**src/rtl/tsi_pkg.sv**
```systemverilog
package tsi_pkg;
  localparam int unsigned SAMPLE_W = 8;
  typedef logic [SAMPLE_W-1:0] sample_t;
endpackage

```
**src/rtl/tsi_slot_counter.sv**
```systemverilog
module tsi_slot_counter #(
  parameter int unsigned CHANNELS = 64,
  localparam int unsigned LOG_W = $clog2(CHANNELS)
) (
  input  logic             clk,
  input  logic             rst,
  input  logic             adv,
  output logic [LOG_W-1:0] slot,
  output logic             last,
  output logic             bank,
  output logic             primed
);
  localparam logic [LOG_W-1:0] TOP_SLOT = LOG_W'(CHANNELS - 1);

  assign last = (slot == TOP_SLOT);

  always_ff @(posedge clk) begin
    if (rst) begin
      slot   <= '0;
      bank   <= 1'b0;
      primed <= 1'b0;
    end else if (adv) begin
      if (last) begin
        slot   <= '0;
        bank   <= ~bank;
        primed <= 1'b1;
      end else begin
        slot <= slot + 1'b1;
      end
    end
  end

  assert_wrap_R1: assert property (@(posedge clk) disable iff (rst)
    (adv && last) |=> (slot == '0));
  assert_step_R1: assert property (@(posedge clk) disable iff (rst)
    (adv && !last) |=> (slot == $past(slot) + 1'b1));
  assert_bank_swap_R2: assert property (@(posedge clk) disable iff (rst)
    (adv && last) |=> (bank != $past(bank)));
  assert_bank_keep_R2: assert property (@(posedge clk) disable iff (rst)
    !(adv && last) |=> $stable(bank));
endmodule

```
**src/rtl/tsi_speech_mem.sv**
```systemverilog
module tsi_speech_mem
  import tsi_pkg::*;
#(
  parameter int unsigned CHANNELS = 64,
  localparam int unsigned LOG_W = $clog2(CHANNELS),
  localparam int unsigned DEPTH = 2 * CHANNELS
) (
  input  logic             clk,
  input  logic             we,
  input  logic             wr_bank,
  input  logic [LOG_W-1:0] wr_addr,
  input  sample_t          wr_data,
  input  logic [LOG_W-1:0] rd_addr,
  output sample_t          rd_data
);
  sample_t store [DEPTH];

  always_ff @(posedge clk) begin
    if (we) store[{wr_bank, wr_addr}] <= wr_data;
  end

  // Reads always come from the bank that holds the previous frame.
  assign rd_data = store[{~wr_bank, rd_addr}];
endmodule

```
**src/rtl/tsi_conn_mem.sv**
```systemverilog
module tsi_conn_mem #(
  parameter int unsigned CHANNELS = 64,
  localparam int unsigned LOG_W = $clog2(CHANNELS),
  localparam int unsigned ENT_W = LOG_W + 1
) (
  input  logic             clk,
  input  logic             rst,
  input  logic             wb_cyc,
  input  logic             wb_stb,
  input  logic             wb_we,
  input  logic [LOG_W-1:0] wb_adr,
  input  logic [ENT_W-1:0] wb_dat_i,
  output logic [ENT_W-1:0] wb_dat_o,
  output logic             wb_ack,
  input  logic [LOG_W-1:0] look_slot,
  output logic [LOG_W-1:0] look_src,
  output logic             look_en
);
  logic [LOG_W-1:0] src_tab [CHANNELS];
  logic [CHANNELS-1:0] en_tab;
  logic take;
  logic wr_hit;

  assign take   = wb_cyc && wb_stb && !wb_ack;
  assign wr_hit = take && wb_we;

  genvar gi;
  generate
    for (gi = 0; gi < CHANNELS; gi++) begin : g_entry
      always_ff @(posedge clk) begin
        if (rst) begin
          en_tab[gi] <= 1'b0;
        end else if (wr_hit && (wb_adr == LOG_W'(gi))) begin
          en_tab[gi] <= wb_dat_i[LOG_W];
        end
      end
      always_ff @(posedge clk) begin
        if (wr_hit && (wb_adr == LOG_W'(gi))) src_tab[gi] <= wb_dat_i[LOG_W-1:0];
      end
    end
  endgenerate

  always_ff @(posedge clk) begin
    if (rst) begin
      wb_ack   <= 1'b0;
      wb_dat_o <= '0;
    end else begin
      wb_ack <= take;
      if (take && !wb_we) wb_dat_o <= {en_tab[wb_adr], src_tab[wb_adr]};
    end
  end

  assign look_src = src_tab[look_slot];
  assign look_en  = en_tab[look_slot];

  assert_ack_follows_R6: assert property (@(posedge clk) disable iff (rst)
    (wb_cyc && wb_stb && !wb_ack) |=> wb_ack);
  assert_ack_cause_R6: assert property (@(posedge clk) disable iff (rst)
    wb_ack |-> $past(wb_cyc && wb_stb));
endmodule

```
**src/rtl/tsi_out_stage.sv**
```systemverilog
module tsi_out_stage
  import tsi_pkg::*;
#(
  parameter int unsigned CHANNELS = 64,
  localparam int unsigned LOG_W = $clog2(CHANNELS)
) (
  input  logic             clk,
  input  logic             rst,
  input  logic             load,
  input  sample_t          nx_data,
  input  logic             nx_en,
  input  logic [LOG_W-1:0] nx_slot,
  input  logic             out_ready,
  output logic             can_load,
  output logic             out_valid,
  output sample_t          out_data,
  output logic             out_en,
  output logic [LOG_W-1:0] out_slot,
  output logic             out_first
);
  assign can_load = !out_valid || out_ready;

  always_ff @(posedge clk) begin
    if (rst) begin
      out_valid <= 1'b0;
      out_data  <= '0;
      out_en    <= 1'b0;
      out_slot  <= '0;
      out_first <= 1'b0;
    end else if (load) begin
      out_valid <= 1'b1;
      out_data  <= nx_data;
      out_en    <= nx_en;
      out_slot  <= nx_slot;
      out_first <= (nx_slot == '0);
    end else if (out_ready) begin
      out_valid <= 1'b0;
    end
  end

  assert_hold_R5: assert property (@(posedge clk) disable iff (rst)
    (out_valid && !out_ready) |=> (out_valid && $stable(out_data) && $stable(out_en)
                                   && $stable(out_slot) && $stable(out_first)));
  assert_first_slot_R1: assert property (@(posedge clk) disable iff (rst)
    out_valid |-> (out_first == (out_slot == '0)));
endmodule

```
**src/rtl/tsi_switch.sv**
```systemverilog
module tsi_switch
  import tsi_pkg::*;
#(
  parameter int unsigned CHANNELS = 64,
  localparam int unsigned LOG_W = $clog2(CHANNELS),
  localparam int unsigned ENT_W = LOG_W + 1
) (
  input  logic             clk,
  input  logic             rst,
  input  logic             in_valid,
  output logic             in_ready,
  input  logic [7:0]       in_data,
  output logic             out_valid,
  input  logic             out_ready,
  output logic [7:0]       out_data,
  output logic             out_en,
  output logic [LOG_W-1:0] out_slot,
  output logic             out_first,
  input  logic             wb_cyc,
  input  logic             wb_stb,
  input  logic             wb_we,
  input  logic [LOG_W-1:0] wb_adr,
  input  logic [ENT_W-1:0] wb_dat_i,
  output logic [ENT_W-1:0] wb_dat_o,
  output logic             wb_ack
);
  logic             adv;
  logic [LOG_W-1:0] slot;
  logic             last;
  logic             bank;
  logic             primed;
  logic [LOG_W-1:0] src;
  logic             map_en;
  sample_t          prev_sample;
  logic             sel_en;
  sample_t          sel_data;

  assign adv      = in_valid && in_ready;
  assign sel_en   = primed && map_en;
  assign sel_data = sel_en ? prev_sample : '0;

  tsi_slot_counter #(.CHANNELS(CHANNELS)) u_slot (
    .clk(clk), .rst(rst), .adv(adv), .slot(slot), .last(last),
    .bank(bank), .primed(primed)
  );

  tsi_speech_mem #(.CHANNELS(CHANNELS)) u_speech (
    .clk(clk), .we(adv), .wr_bank(bank), .wr_addr(slot), .wr_data(in_data),
    .rd_addr(src), .rd_data(prev_sample)
  );

  tsi_conn_mem #(.CHANNELS(CHANNELS)) u_map (
    .clk(clk), .rst(rst), .wb_cyc(wb_cyc), .wb_stb(wb_stb), .wb_we(wb_we),
    .wb_adr(wb_adr), .wb_dat_i(wb_dat_i), .wb_dat_o(wb_dat_o), .wb_ack(wb_ack),
    .look_slot(slot), .look_src(src), .look_en(map_en)
  );

  tsi_out_stage #(.CHANNELS(CHANNELS)) u_out (
    .clk(clk), .rst(rst), .load(adv), .nx_data(sel_data), .nx_en(sel_en),
    .nx_slot(slot), .out_ready(out_ready), .can_load(in_ready),
    .out_valid(out_valid), .out_data(out_data), .out_en(out_en),
    .out_slot(out_slot), .out_first(out_first)
  );

  assert_first_frame_R4: assert property (@(posedge clk) disable iff (rst)
    (adv && !primed) |=> (out_valid && !out_en && out_data == '0));
  assert_disabled_R3: assert property (@(posedge clk) disable iff (rst)
    (adv && !map_en) |=> (out_valid && !out_en && out_data == '0));
  assert_out_slot_R1: assert property (@(posedge clk) disable iff (rst)
    adv |=> (out_slot == $past(slot)));
endmodule

```
**config.mk**
```make
export PLATFORM = sky130hd
export DESIGN_NAME = tsi_switch
export DESIGN_NICKNAME = d
export VERILOG_FILES = /design/src/rtl/tsi_pkg.sv /design/src/rtl/tsi_slot_counter.sv /design/src/rtl/tsi_speech_mem.sv /design/src/rtl/tsi_conn_mem.sv /design/src/rtl/tsi_out_stage.sv /design/src/rtl/tsi_switch.sv
export SDC_FILE = /design/constraint.sdc
export NUM_CORES = 2
export LEC_CHECK = 0
export CAP_MARGIN = 5
export CORE_MARGIN = 1
export CORE_UTILIZATION = 41
export DETAILED_ROUTE_END_ITERATION = 6
export HOLD_SLACK_MARGIN = 0.08
export PLACE_DENSITY = 0.68
export SETUP_SLACK_MARGIN = 0.05
export SKIP_CTS_REPAIR_TIMING = 1
export SYNTH_ARGS = -nofsm -noshare
export SYNTH_HDL_FRONTEND = slang
export SYNTH_SLANG_ARGS = --single-unit
```
**constraint.sdc**
```tcl
create_clock -name clk -period 4.05 [get_ports clk]
set_clock_uncertainty 0.1 [all_clocks]
set_input_delay 0.405 -clock clk [delete_from_list [all_inputs] [get_ports clk]]
set_output_delay 0.405 -clock clk [all_outputs]
set_load 0.02 [all_outputs]
```
==> metrics.log <==
INFO  metric clk_pin_slew_worst_paths = about 0.060 ns
INFO  metric route.detailed.vias_per_inst = 5.93
INFO  metric setup_ws = -0.296 ns
INFO  metric timing.final.setup_violations = 8
INFO  metric setup_repair_after_global_routing_missed_its_margin = true
INFO  metric post-route-drc-count = 0
INFO  metric holdPathEnd = u_speech.store[9][3]
INFO  metric synth_top_cell_area_share = 0.667
INFO  metric p_int = 26.4 mW
INFO  metric layout.cells.non_filler = 6877
INFO  metric die_width = between 300 and 400 µm
INFO  metric timing.slew.headroom = 0.125
INFO  metric worst_ep_arrival_time = approximately 4.9 ns
INFO  metric synthesized_netlist_net_count = 4359
INFO  metric pin_count = 54
INFO  metric drive_gt1_frac = 0.230
INFO  metric fp.dieH = 395 µm
INFO  metric irDropWorstVdd = 0.413 mV
INFO  metric violations = setup timing
INFO  metric clockPowerShare = 0.398
INFO  metric whs_path_depth = 1
INFO  metric design.die.area = 156000 µm²
INFO  metric ff2ff_path_depth = 18
INFO  metric period_minus_slack = 4.35 ns
INFO  metric yosys_most_used_dff = edfxtp_1
INFO  metric fmax = 0.230 GHz
INFO  metric worst_pin_slew = 1.31 ns
INFO  metric synth_cells = between 4000 and 5000
INFO  metric synth.yosys.warnings = 0
INFO  metric fillerInstances = 12680
INFO  metric tritoncts_clock_tree = done
INFO  metric antenna_cells_inserted = 0
INFO  metric syn_to_final_growth = 18.8%
INFO  metric total_area_of_multi_input_combinational_cells = 18400 µm²
INFO  metric ff_latch_area = 44400 µm²
INFO  metric via_count = 40798
INFO  metric post-synth-top-area-cell = edfxtp_1
INFO  metric avgSynthCellArea = roughly 15 µm²
INFO  metric pwr_density_cell = 464 nW/µm²
INFO  metric holdCritStartpoint = in_data[3]
INFO  metric grt_antenna_before_repair = 3
INFO  metric clkLatencyLatePin = just under 0.8 ns
INFO  metric cts_root_buffer = clkbuf_16
INFO  metric reg2reg_slack = -0.30 ns
INFO  metric timing.hold.worst.class = in2reg
INFO  metric run_status = finished, violations left
INFO  metric place_ws = -0.781 ns
INFO  metric wire_length_of_the_first_global_routing_pass = roughly 260000 µm
INFO  metric timing.critical_path.from_type = flop
INFO  metric grt_pass1_vias = just under 40000
INFO  metric core_region_area = 153000 µm²
INFO  metric timing.final.hold_violations = 0
INFO  metric final_replace_weighted_congestion = 0.928
INFO  metric largest_net_degree_at_the_start_of_global_routing = 76
INFO  metric fin_setup_tns = -2.05 ns
INFO  metric drt-initial-drc-count = 5434
INFO  metric dp_hpwl = 117000 µm
INFO  metric fin_nets = around 4700
INFO  metric placement_rows = 143
INFO  metric synth-seq-area-share = 0.699
INFO  metric cts_inserted_buffers = between 150 and 200
INFO  metric switchingPower = ~8.5 mW
INFO  metric cp.required = 4.63 ns
INFO  metric cp_endpoint_kind = flop
INFO  metric track_usage = 0.225
INFO  metric synth.lib_cells_used.distinct = 75
INFO  metric drt_first_pass_iters = 6
INFO  metric maxSlewViolCount = 0
INFO  metric route.antenna.remaining_nets = 0
INFO  metric maximum_capacitance_violations = 0
INFO  metric p_leak = 24.9 nW
INFO  metric dp.cells = roughly 6500
INFO  metric synth_edf_count = approximately 1400
INFO  metric gr-total-overflow = 0
INFO  metric most_used_cells_in_the_layout_excluding_fill_and_tap_cells = 1408 x edfxtp_1, 823 x nand2_1, 382 x buf_4
INFO  metric cts_max_path_buffers = 3
INFO  metric path_max_fanout = 7
INFO  metric route.final.wire_length = 183000 µm
INFO  metric timing.final.crit_share = 1.07
INFO  metric post_drt_wl_per_cell = 26.5 µm
INFO  metric htree_levels = 4
INFO  metric r2r_end = u_out.out_data[7]
INFO  metric final_common_cell = edfxtp_1
INFO  metric synth-async-reset-ratio = 0
INFO  metric ys_top_cells_by_area = edfxtp_1 67%, mux4_2 8.3%, nand2_1 4.9%
INFO  metric switching_share = 0.243
INFO  metric post_synth_instance_area = 63400 µm²
INFO  metric port-buffer-count = 53
INFO  metric path_class = reg2reg
INFO  metric synth_seq_cells = 1511
INFO  metric initial_cell_density_of_the_core = 0.415
INFO  metric sequentialPowerShare = 0.490
INFO  metric pwr-share-comb = 0.112
INFO  metric clkSinkCount = 1511
==> cell families after synthesis <==
logic type / Yosys count / share of synthesized area
AO/OA/AOI/OAI: 528 / 0.0541
XOR/XNOR: 6 / 0.000829
adder cells (fa/ha/maj): 2 / 0.000395
buffers and inverters: 299 / 0.0218
flip-flops: 1511 / 0.699
multiplexers: 457 / 0.119
AND/OR/NAND/NOR: 1526 / 0.105
==> area by class of cell <==
type | instances | area share
clock buffers | 187 | 0.0535
clock inverters | 95 | 0.0115
inverters | 6 | 0.000299
multi-input cells | 2520 | 0.244
flip-flops and latches | 1511 | 0.589
well taps | 2030 | 0.0337
repair buffers | 528 | 0.0684
==> per-layer routing <==
metal | vias to the layer above | GRT usage | part of all wire
met1 | 20582 | 0.310 | 0.39
met2 | 2296 | 0.351 | 0.46
met4 | 4 | 0.0910 | 0.042
met3 | 436 | 0.0452 | 0.10
met5 | - | 0 | 0.00019
li1 | 17480 | - | -
==> worst max path at each step <==
| stage | start | end | slack [ns] | cells after the start |
|---|---|---|---|---|
| after floorplan | flop | u_out.out_data[2] | 0.21 | 17 |
| after global placement | flop | u_out.out_data[6] | -0.77 | 15 |
| after detailed placement | flop | u_out.out_data[6] | -0.78 | 15 |
| after CTS | flop | u_out.out_data[6] | -0.81 | 15 |
| after global routing | flop | u_out.out_data[2] | -0.36 | 18 |
| final | flop | u_out.out_data[7] | -0.30 | 18 |
==> state kept, by name (all words and copies together), names as in the netlist, named ones only <==
signal and flops:
u_out.out_en 1, u_speech.store 1024, u_map.src_tab 384, u_map.wb_dat_o 7, u_map.en_tab 64, u_out.out_data 8, u_out.out_valid 1, u_slot.bank 1
u_slot.primed 1, u_out.out_slot 6, u_out.out_first 1, u_map.wb_ack 1, u_slot.slot 6
==> per-stage QoR <==
step | area, µm² | utilization | total power [mW] | hold slack (ns)
2_1_floorplan | 63400 | - | 19.3 | 0.340
3_3_place_gp | 68800 | 0.450 | 20.9 | 0.349
3_5_place_dp | 68800 | 0.450 | 20.9 | 0.362
4_1_cts | 73700 | 0.482 | 34.6 | -0.0231
5_1_grt | 75300 | 0.493 | 35.8 | 0.112
6_report | 75300 | 0.493 | 34.9 | 0.124
==> synth_stat cells, drive strengths merged, types with 16 or more instances <==
library cell / number
a22oi: 39
nor3: 17
mux4: 234
nand2: 828
nor2: 231
mux2: 39
clkbuf: 151
o21ai: 101
edfxtp: 1408
a31oi: 64
dfxtp: 103
nand4: 70
buf: 142
mux2i: 184
nand3: 267
and3: 29
o22ai: 32
a32o: 16
a32oi: 36
a21oi: 146
==> power by group through the flow <==
stage          combinational (mW)  sequential [mW]  clock, mW
2_1_floorplan                1.87             17.4          0
4_1_cts                      3.48             17.1       14.1
5_1_grt                      4.11             17.1       14.6
3_5_place_dp                 3.46             17.4          0
3_3_place_gp                 3.42             17.4          0
6_report                     3.91             17.1       13.9
==> critical path, stage by stage (launching register included) <==
cell	delay [ns]
dfxtp_4	0.39
buf_6	0.11
buf_12	0.15
clkbuf_16	0.16
buf_12	0.10
mux4_2	0.52
a22oi_2	0.17
nand3_2	0.13
a21boi_4	0.28
buf_6	0.15
or2_4	0.15
buf_12	0.14
buf_4	0.11
mux2i_1	0.13
a2111o_1	0.49
nor4_4	0.32
buf_4	0.17
nand3b_1	0.11
a221o_1	0.32
Power figures use the tool's default switching activity.
